**config.mk**
```make
export PLATFORM = sky130hd
export DESIGN_NAME = wdog_ctrl
export DESIGN_NICKNAME = d
export VERILOG_FILES = /design/src/rtl/wdog_pkg.sv /design/src/rtl/wdog_tick_sel.sv /design/src/rtl/wdog_counter.sv /design/src/rtl/wdog_cause_reg.sv /design/src/rtl/wdog_regif.sv /design/src/rtl/wdog_ctrl.sv
export SDC_FILE = /design/constraint.sdc
export NUM_CORES = 1
export LEC_CHECK = 0
export BUFFER_PORTS_ARGS = -buffer_cell sky130_fd_sc_hd__buf_4
export CORE_ASPECT_RATIO = 0.9
export CORE_MARGIN = 2
export CORE_UTILIZATION = 35
export CTS_CLUSTER_SIZE = 8
export DETAILED_ROUTE_END_ITERATION = 12
export GPL_TIMING_DRIVEN = 0
export PLACE_DENSITY = 0.54
export SYNTH_ARGS = -nofsm -noshare
export SYNTH_HDL_FRONTEND = slang
export SYNTH_SLANG_ARGS = --single-unit
```
**constraint.sdc**
```tcl
create_clock -name clk -period 2.4 [get_ports clk]
set_clock_uncertainty 0.15 [all_clocks]
set_input_delay 0.72 -clock clk [delete_from_list [all_inputs] [get_ports clk]]
set_output_delay 0.72 -clock clk [all_outputs]
set_load 0.03 [all_outputs]
```
**src/rtl/wdog_pkg.sv**
```systemverilog
package wdog_pkg;
  localparam int REG_W     = 8;
  localparam int NUM_CAUSE = 4;
  localparam int NUM_IVAL  = 4;
  localparam int IVAL_W    = $clog2(NUM_IVAL);

  // bit positions in the control/status byte
  localparam int POS_CTL = 2;
  localparam int POS_POR = 3;
  localparam int POS_WDG = 4;
  localparam int POS_EXT = 5;
  localparam int POS_SW  = 7;

  // index of each cause inside the flag vector
  typedef enum logic [1:0] {
    CAUSE_POR = 2'd0,
    CAUSE_WDG = 2'd1,
    CAUSE_EXT = 2'd2,
    CAUSE_SW  = 2'd3
  } cause_e;

  function automatic int cause_pos(input int idx);
    case (idx)
      0:       return POS_POR;
      1:       return POS_WDG;
      2:       return POS_EXT;
      default: return POS_SW;
    endcase
  endfunction

  typedef struct packed {
    logic              start;
    logic              kick;
    logic [IVAL_W-1:0] ival;
  } ctl_cmd_t;
endpackage

```
**src/rtl/wdog_tick_sel.sv**
```systemverilog
module wdog_tick_sel #(
  parameter bit TICK_REG = 1'b0
) (
  input  logic clk,
  input  logic rst_n,
  input  logic sub_tick,
  input  logic main_tick,
  input  logic sel_main,
  output logic tick
);
  logic tick_mux;

  assign tick_mux = sel_main ? main_tick : sub_tick;

  generate
    if (TICK_REG) begin : g_reg
      logic tick_q;
      always_ff @(posedge clk or negedge rst_n) begin
        if (!rst_n) tick_q <= 1'b0;
        else        tick_q <= tick_mux;
      end
      assign tick = tick_q;
    end else begin : g_comb
      assign tick = tick_mux;
    end
  endgenerate
endmodule

```
**src/rtl/wdog_counter.sv**
```systemverilog
module wdog_counter
  import wdog_pkg::*;
#(
  parameter int BASE_LOG2 = 12,
  parameter int STEP_LOG2 = 2
) (
  input  logic                 clk,
  input  logic                 rst_n,
  input  ctl_cmd_t             cmd,
  input  logic                 tick,
  output logic                 running,
  output logic                 expire,
  output logic [IVAL_W-1:0]    ival_q,
  output logic [BASE_LOG2+(NUM_IVAL-1)*STEP_LOG2-1:0] count
);
  localparam int CNT_W = BASE_LOG2 + (NUM_IVAL-1)*STEP_LOG2;

  logic [CNT_W-1:0] lim_last [NUM_IVAL];
  logic             at_last;

  for (genvar g = 0; g < NUM_IVAL; g++) begin : g_lim
    localparam int SH = BASE_LOG2 + g*STEP_LOG2;
    assign lim_last[g] = CNT_W'((64'd1 << SH) - 64'd1);
  end

  assign at_last = (count == lim_last[ival_q]);

  always_ff @(posedge clk or negedge rst_n) begin
    if (!rst_n) begin
      running <= 1'b0;
      expire  <= 1'b0;
      ival_q  <= '0;
      count   <= '0;
    end else begin
      expire <= 1'b0;
      if (cmd.start) begin
        running <= 1'b1;
        ival_q  <= cmd.ival;
        count   <= '0;
      end else if (running) begin
        if (cmd.kick) begin
          count <= '0;
        end else if (tick) begin
          if (at_last) begin
            expire  <= 1'b1;
            running <= 1'b0;
            count   <= '0;
          end else begin
            count <= count + CNT_W'(1);
          end
        end
      end
    end
  end
endmodule

```
**src/rtl/wdog_cause_reg.sv**
```systemverilog
module wdog_cause_reg
  import wdog_pkg::*;
(
  input  logic                 clk,
  input  logic                 por_n,
  input  logic [NUM_CAUSE-1:0] set_vec,
  input  logic                 rd_clr,
  output logic [NUM_CAUSE-1:0] flags
);
  for (genvar g = 0; g < NUM_CAUSE; g++) begin : g_flag
    localparam bit RST_VAL = (g == int'(CAUSE_POR));
    always_ff @(posedge clk or negedge por_n) begin
      if (!por_n)          flags[g] <= RST_VAL;
      else if (set_vec[g]) flags[g] <= 1'b1;
      else if (rd_clr)     flags[g] <= 1'b0;
    end
  end
endmodule

```
**src/rtl/wdog_regif.sv**
```systemverilog
module wdog_regif
  import wdog_pkg::*;
(
  input  logic                 clk,
  input  logic                 rst_n,
  input  logic                 wr_en,
  input  logic                 rd_en,
  input  logic [POS_CTL:0]     wdata_lo,
  input  logic                 running,
  input  logic [NUM_CAUSE-1:0] flags,
  output ctl_cmd_t             cmd,
  output logic [REG_W-1:0]     rdata
);
  logic             ctl_zero;
  logic [REG_W-1:0] rd_word;

  assign ctl_zero  = wr_en && !wdata_lo[POS_CTL];
  assign cmd.start = ctl_zero && !running;
  assign cmd.kick  = ctl_zero && running;
  assign cmd.ival  = wdata_lo[IVAL_W-1:0];

  always_comb begin
    rd_word = '0;
    for (int i = 0; i < NUM_CAUSE; i++) rd_word[cause_pos(i)] = flags[i];
  end

  always_ff @(posedge clk or negedge rst_n) begin
    if (!rst_n)     rdata <= '0;
    else if (rd_en) rdata <= rd_word;
  end
endmodule

```
**src/rtl/wdog_ctrl.sv**
```systemverilog
module wdog_ctrl
  import wdog_pkg::*;
#(
  parameter int BASE_LOG2 = 12,
  parameter int STEP_LOG2 = 2,
  parameter bit TICK_REG  = 1'b0
) (
  input  logic             clk,
  input  logic             por_n,
  input  logic             rst_n,
  input  logic             wr_en_i,
  input  logic             rd_en_i,
  input  logic [REG_W-1:0] wdata_i,
  output logic [REG_W-1:0] rdata_o,
  input  logic             sub_tick_i,
  input  logic             main_tick_i,
  input  logic             clk_sel_i,
  input  logic             ext_cause_i,
  input  logic             sw_cause_i,
  output logic             wdt_rst_o
);
  localparam int CNT_W = BASE_LOG2 + (NUM_IVAL-1)*STEP_LOG2;

  ctl_cmd_t             cmd;
  logic                 tick;
  logic                 running;
  logic                 expire;
  logic [IVAL_W-1:0]    ival_q;
  logic [CNT_W-1:0]     count;
  logic [NUM_CAUSE-1:0] set_vec;
  logic [NUM_CAUSE-1:0] flags;
  logic                 unused_wdata;

  assign unused_wdata = ^wdata_i[REG_W-1:POS_CTL+1];

  wdog_tick_sel #(.TICK_REG(TICK_REG)) u_tick (
    .clk       (clk),
    .rst_n     (rst_n),
    .sub_tick  (sub_tick_i),
    .main_tick (main_tick_i),
    .sel_main  (clk_sel_i),
    .tick      (tick)
  );

  wdog_regif u_regif (
    .clk      (clk),
    .rst_n    (rst_n),
    .wr_en    (wr_en_i),
    .rd_en    (rd_en_i),
    .wdata_lo (wdata_i[POS_CTL:0]),
    .running  (running),
    .flags    (flags),
    .cmd      (cmd),
    .rdata    (rdata_o)
  );

  wdog_counter #(.BASE_LOG2(BASE_LOG2), .STEP_LOG2(STEP_LOG2)) u_cnt (
    .clk     (clk),
    .rst_n   (rst_n),
    .cmd     (cmd),
    .tick    (tick),
    .running (running),
    .expire  (expire),
    .ival_q  (ival_q),
    .count   (count)
  );

  always_comb begin
    set_vec            = '0;
    set_vec[CAUSE_WDG] = expire;
    set_vec[CAUSE_EXT] = ext_cause_i;
    set_vec[CAUSE_SW]  = sw_cause_i;
  end

  wdog_cause_reg u_cause (
    .clk     (clk),
    .por_n   (por_n),
    .set_vec (set_vec),
    .rd_clr  (rd_en_i),
    .flags   (flags)
  );

  assign wdt_rst_o = expire;
endmodule

```
==> results of run 1 <==
## metrics by stage
step | util | area [sq um] | instances | total power, mW | setup slack [ps]
floorplan | - | 1660 | 160 | 0.717 | 281
global placement | 0.415 | 1860 | 239 | 0.776 | -120
detailed placement | 0.415 | 1860 | 239 | 0.787 | -199
CTS | 0.436 | 1960 | 247 | 1.22 | 101
global route | 0.437 | 1960 | 247 | 1.28 | 78.8
finish | 0.437 | 1960 | 247 | 1.22 | 245
## power by group
| part | leakage, nW | internal [mW] | switching [mW] | total (mW) |
|---|---|---|---|---|
| clock network | 0.0472 | 0.230 | 0.212 | 0.442 |
| logic | 0.356 | 0.0793 | 0.105 | 0.185 |
| registers | 0.388 | 0.544 | 0.0461 | 0.590 |
| total | 0.791 | 0.854 | 0.363 | 1.22 |
## cell usage after synthesis
library cell and number:
dfrtp_1 29, a211oi_1 11, nand2_1 8, nand3_1 8, o31ai_1 8, or4_1 8, mux2_2 7, nand4_1 7
buf_4 6, or3_1 6, clkbuf_1 5, o21ai_0 5, a211oi_2 4, a21o_1 4, inv_1 4, nor2_1 4
and2_1 3, nor3_1 3, a31oi_1 2, and3_1 2, and4_1 2, nor2b_1 2, o22ai_1 2, a2111oi_4 1
a211o_1 1, a21oi_1 1, a2bb2oi_1 1, and4_2 1, buf_1 1, buf_6 1, conb_1 1, dfstp_2 1
ha_1 1, nand2b_1 1, nand3_4 1, o211ai_1 1, o2bb2a_2 1, o41ai_1 1, or4_4 1, xor2_1 1
## path summary, 6_finish.rpt
path	to	cells after the start	slack (ps)	start
max reg2reg	u_cnt.count[17]	5	260	u_cnt.ival_q[1]
min reg2reg	u_cause.flags[1]	1	300	u_cnt.expire
max in group asynchronous	u_cnt.expire	1	1640	rst_n
max	u_cnt.count[17]	6	250	clk_sel_i
min in group clk	u_cause.flags[1]	1	300	u_cnt.expire
min	u_cause.flags[1]	1	70	por_n
## worst register-to-register path: stages, from the launching register on
cell and delay (ps):
dfrtp_1 430, nor3_1 240, o2bb2a_2 280, a2111oi_4 540, buf_4 290, a211oi_1 60
## sequential cells by signal, indices dropped and copies added (netlist names)
signal	count
u_cnt.count	18
u_cause.flags	4
u_regif.rdata	4
u_cnt.ival_q	2
u_cnt.expire	1
u_cnt.running	1
## kinds of logic after synthesis
logic type               Yosys count
other                              1
buffers and inverters             17
AO/OA/AOI/OAI                     43
multiplexers                       7
adder cells (fa/ha/maj)            1
AND/OR/NAND/NOR                   57
flip-flops                        30
XOR/XNOR                           1
## layout make-up
| class | count | area [sq um] |
|---|---|---|
| sequential | 30 | 752 |
| inverter | 4 | 15.0 |
| clock buffer | 6 | 82.6 |
| multi-input combinational | 113 | 813 |
| buffer | 13 | 80.1 |
| tap | 62 | 77.6 |
| timing repair buffer | 17 | 128 |
| clock inverter | 2 | 12.5 |
| fill | 454 | 2530 |
## layer usage
layer,global-route usage,vias up,routed length [um]
met5,0,-,0
met4,0.0586,0,37
met3,0.0406,5,136
met2,0.252,19,1800
met1,0.210,669,1890
li1,-,658,-
==> flow_metrics.py, run 1 <==
metrics = {
    "critical_path": {
        "cp.required_ps": 2390,
        "path_cells": "buf_4 -> mux2_2 -> nand2_1 -> a2111oi_4 -> buf_4 -> a211oi_1",
        "critPathLaunchType": "input port",
        "crit_path_end_kind": "flip-flop",
        "crit_top_cell": "buf_4",
        "cpPeakStageDelay_ps": 450,
        "cp.arrival_ps": 2140,
        "cp_num_buf_inv": 2,
        "critPathKind": "in2reg",
        "cp_top_family": "compound AO/OA/AOI/OAI gates",
        "path_max_fanout": 10,
        "crit_slowest_cell": "a2111oi_4",
    },
    "clock_tree": {
        "clock-sinks": 30,
        "clockRootBuffer": "clkbuf_8",
        "cts_tree": "yes",
        "numCtsBuffers": 5,
        "cts_htree_levels": 2,
        "clock_path_buffers": 2,
        "clkTransAtPathRegs_ps": 70,
        "post_cts_buffers": 0,
        "post_cts_resized": 0,
        "cts_hold_buf": 0,
        "insertion_delay_ps": 290,
    },
    "sta": {
        "clock.fmax_mhz": 464,
        "setup_violations": 0,
        "rsz0062_at_grt": "false",
        "fin_hold_ws_ps": 71.7,
        "final_max_slew_viol_count": 0,
        "fin_crit_ps": 2150,
        "tns_ps": 0,
        "worst_slew_pin_slew_ps": 718,
        "max_slew_margin": 0.521,
        "hold_violations": 0,
        "finalCritPeriodShare": 0.898,
    },
    "synth": {
        "ys_ff_latch": 30,
        "yosys.area.top_type": "dfrtp_1",
        "yosys_warnings": 0,
        "synth_cell_types": 40,
        "synthSimpleGateAreaFrac": 0.211,
        "synth_xor_area_frac": 0.00532,
        "syn_inst": 157,
        "synthTopCellsByArea": "dfrtp_1 44%, a211oi_1 5.0%, mux2_2 4.8%",
        "avgSynthCellArea_sq_um": 10.5,
        "synthAdderAreaFrac": 0.00759,
        "seq_area_frac_synth": 0.456,
        "muxShareOfSynthArea": 0.0478,
        "synth_area_sq_um": 1650,
        "synth_top_area_frac": 0.440,
        "synth-compound-area-share": 0.213,
        "synth_top_family_by_area": "compound AO/OA/AOI/OAI gates",
    },
    "global_route": {
        "grt_first_pass_wirelength_um": 6730,
        "grt_max_degree": 27,
        "antenna_found_initial": 0,
        "gr-total-overflow": 0,
        "grtUsageTotal": 0.159,
        "grt_pass1_vias": 1420,
    },
    "routing": {
        "dr_total_vias": 1351,
        "drt-total-wl_um": 3860,
        "viasPerCell": 5.47,
        "ant_nets": 0,
        "routedWlPerCell_um": 15.6,
        "drtPass1Iterations": 4,
        "drt-initial-drc-count": 72,
        "route.detailed.drc": 0,
    },
    "status": {
        "status": "finished, final reports clean",
    },
    "cells_and_area": {
        "post_route_cells_drive_above_1_share": 0.270,
        "final_common_cell": "dfrtp_1",
        "final_cell_mix": "29 x dfrtp_1, 23 x buf_4, 11 x a211oi_1",
        "area_growth_pct": 19.0,
        "fin_nets": 203,
        "diodes": 0,
    },
    "flow_run": {
        "maxCapViolations": 0,
    },
    "place": {
        "dp_hpwl_um": 2760,
        "gp_congestion": 0.761,
        "placement.io_buffers": 17,
    },
    "floorplan": {
        "fp-row-count": 23,
        "dieArea_sq_um": 5270,
        "fp.dieW_um": 76.3,
        "die_h_um": 69.1,
        "coreArea_sq_um": 4490,
        "pin_count": 27,
        "start_util": 0.367,
    },
    "power": {
        "power_leakage_nw": 0.791,
        "irDropWorstVdd_mv": 0.260,
        "p_per_area_nw_per_um2": 621,
    },
    "worst_hold_path": {
        "hold_path_class": "in2async",
    },
}
Power figures use the tool's default switching activity.
==> run 2, diff against run 1 <==
- ABC_AREA: not set -> 1
==> run 2 against run 1 <==
First-iteration DRC count down 17%. Combinational power up 18%. Maximum frequency up 24%. Worst hold slack worse by 6.3 ps. Non-clock buffer count down 6. Clock power up 15%. Critical path type unchanged. Highest routed layer unchanged.
==> flow_metrics.py, run 2 <==
metrics = {
    "status": {
        "status": "finished, final reports clean",
    },
    "critical_path": {
        "critPathLaunchType": "input port",
        "crit_path_end_kind": "flip-flop",
        "critPathKind": "in2reg",
        "cp.required_ps": 2420,
        "cp.arrival_ps": 1760,
        "path_max_fanout": 10,
    },
    "clock_tree": {
        "insertion_delay_ps": 280,
        "cts_htree_levels": 2,
        "clkTransAtPathRegs_ps": 70,
        "cts_tree": "yes",
        "post_cts_buffers": 0,
        "cts_hold_buf": 0,
        "post_cts_resized": 0,
        "clock_path_buffers": 2,
        "clockRootBuffer": "clkbuf_8",
        "clock-sinks": 30,
        "numCtsBuffers": 5,
    },
    "floorplan": {
        "start_util": 0.371,
        "fp-row-count": 23,
        "die_h_um": 69.9,
        "dieArea_sq_um": 5390,
        "fp.dieW_um": 77.2,
        "pin_count": 27,
        "coreArea_sq_um": 4550,
    },
    "cells_and_area": {
        "area_growth_pct": 19.6,
        "fin_nets": 263,
        "final_cell_mix": "50 x nand2_1, 30 x nor2_1, 30 x inv_1, 29 x dfrtp_1, 21 x buf_4",
        "post_route_cells_drive_above_1_share": 0.204,
        "top_register": "u_cnt.count",
        "reg_top3": "u_cnt.count x18, u_cause.flags x4, u_regif.rdata x4",
        "largest_reg_flops": 18,
        "diodes": 0,
        "nFillCells": 508,
        "fin_util": 0.444,
        "final_common_cell": "nand2_1",
    },
    "synth": {
        "synth-compound-area-share": 0.0608,
        "synth-edff-count": 0,
        "avgSynthCellArea_sq_um": 7.78,
        "yosys_warnings": 0,
        "synth_top_family_by_area": "simple AND/OR/NAND/NOR gates",
        "seq_area_frac_synth": 0.446,
        "yosys.area.top_type": "dfrtp_1",
        "synthFlopType": "dfrtp_1",
        "synth_top_area_frac": 0.430,
        "synthArstFlopShare": 1.00,
        "synthTopCellsByArea": "dfrtp_1 43%, nand2_1 11%, inv_1 6.7%",
        "synth_cell_types": 28,
        "ys_ff_latch": 30,
        "synth_xor_area_frac": 0.0467,
        "synth_most_common_cell": "nand2_1",
        "synthSimpleGateAreaFrac": 0.319,
        "ys_top_cells_by_count": "50 x nand2_1, 30 x inv_1, 30 x nor2_1",
        "synthAdderAreaFrac": 0.00741,
        "muxShareOfSynthArea": 0.00667,
        "syn_inst": 217,
        "synth_area_sq_um": 1690,
    },
    "sta": {
        "layout_setup_ws_ps": 662,
        "fin_crit_ps": 1740,
        "fin_hold_ws_ps": 65.3,
        "hold_violations": 0,
        "setup_violations": 0,
        "final_max_slew_viol_count": 0,
        "rsz0062_at_grt": "false",
        "finalCritPeriodShare": 0.724,
        "tns_ps": 0,
        "clock.fmax_mhz": 576,
    },
    "global_route": {
        "grt_first_pass_wirelength_um": 5690,
        "antenna_found_initial": 0,
        "gr-total-overflow": 0,
        "grt_pass1_vias": 1258,
        "grtUsageTotal": 0.133,
        "grt_max_degree": 27,
    },
    "routing": {
        "routedWlPerCell_um": 10.5,
        "drt-initial-drc-count": 60,
        "dr_total_vias": 1353,
        "drt-total-wl_um": 3210,
        "ant_nets": 0,
        "route.detailed.drc": 0,
        "drtPass1Iterations": 4,
        "viasPerCell": 4.41,
    },
    "power": {
        "intPower_mw": 0.945,
        "power_leakage_nw": 0.989,
        "p_switching_mw": 0.372,
        "irDropWorstVdd_mv": 0.521,
        "power_mw": 1.32,
        "p_per_area_nw_per_um2": 653,
        "seq_power_share": 0.448,
        "switching_share": 0.282,
        "pwr-share-clk": 0.387,
        "combPwrFrac": 0.166,
    },
    "worst_hold_path": {
        "hold_path_class": "in2async",
    },
    "place": {
        "dp_hpwl_um": 2480,
        "dp_slack_ps": 362,
        "gp_congestion": 0.807,
        "placement.io_buffers": 17,
    },
    "flow_run": {
        "maxCapViolations": 0,
    },
}
-- run 2: changes by cell type in the layout (fill, tap and decap cells not counted), moves of 9 or more --
cell / previous run / this run
nor2_1: 4 / 30
a211oi_1: 11 / 0
inv_1: 4 / 30
a21oi_1: 1 / 10
nand2_1: 8 / 50
-- run 2: final timing paths --
| check | start | end | slack [ps] | depth (start not counted) |
|---|---|---|---|---|
| hold reg to reg | u_cause.flags[0] | u_cause.flags[0] | 310 | 2 |
| hold / removal | por_n | u_cause.flags[3] | 70 | 1 |
| setup / recovery | wr_en_i | u_cnt.count[12] | 660 | 9 |
| setup reg to reg | u_cnt.count[1] | u_cnt.count[2] | 690 | 11 |
| min in group clk | u_cause.flags[0] | u_cause.flags[0] | 310 | 2 |
| max in group asynchronous | rst_n | u_cnt.count[13] | 1660 | 1 |
-- run 2: cell families after synthesis --
logic type               Yosys count
XOR/XNOR                           9
AO/OA/AOI/OAI                     18
adder cells (fa/ha/maj)            1
other                              1
flip-flops                        30
AND/OR/NAND/NOR                  118
multiplexers                       1
buffers and inverters             39
-- run 2: routing by layer --
metal	wire length, um	share of wire	global-route usage
met2	1380	0.43	0.196
met5	0	0	0
met3	123	0.038	0.0349
met1	1670	0.52	0.189
met4	38	0.012	0.0476
-- run 2: layout make-up --
cell class                 count  area [sq um]  area share
clock inverter                 3          45.0      0.0223
tap                           62          77.6      0.0384
buffer                         7          65.1      0.0322
multi-input combinational    151           759       0.376
sequential                    30           752       0.373
clock buffer                   5          68.8      0.0341
inverter                      32           123      0.0608
timing repair buffer          17           128      0.0632
-- run 2: critical path, cell delays in order --
cell     delay (ps)
buf_4           100
inv_1            80
nor2_4           50
inv_1           170
nand2_2         170
buf_6           180
nand2_1          80
xor2_1          150
nor2_1           60
-- run 2: power groups by stage --
| stage | combinational, mW | sequential, mW | clock [mW] |
|---|---|---|---|
| floorplan | 0.147 | 0.603 | 0 |
| global placement | 0.221 | 0.599 | 0 |
| detailed placement | 0.220 | 0.599 | 0 |
| CTS | 0.222 | 0.589 | 0.526 |
| global route | 0.250 | 0.595 | 0.552 |
| finish | 0.218 | 0.590 | 0.509 |
-- run 2: through the flow --
stage | instances | instance area (sq um)
after global routing | 307 | 2020
after CTS | 307 | 2020
final | 307 | 2020
after global placement | 299 | 1900
after floorplan | 220 | 1700
after detailed placement | 299 | 1900
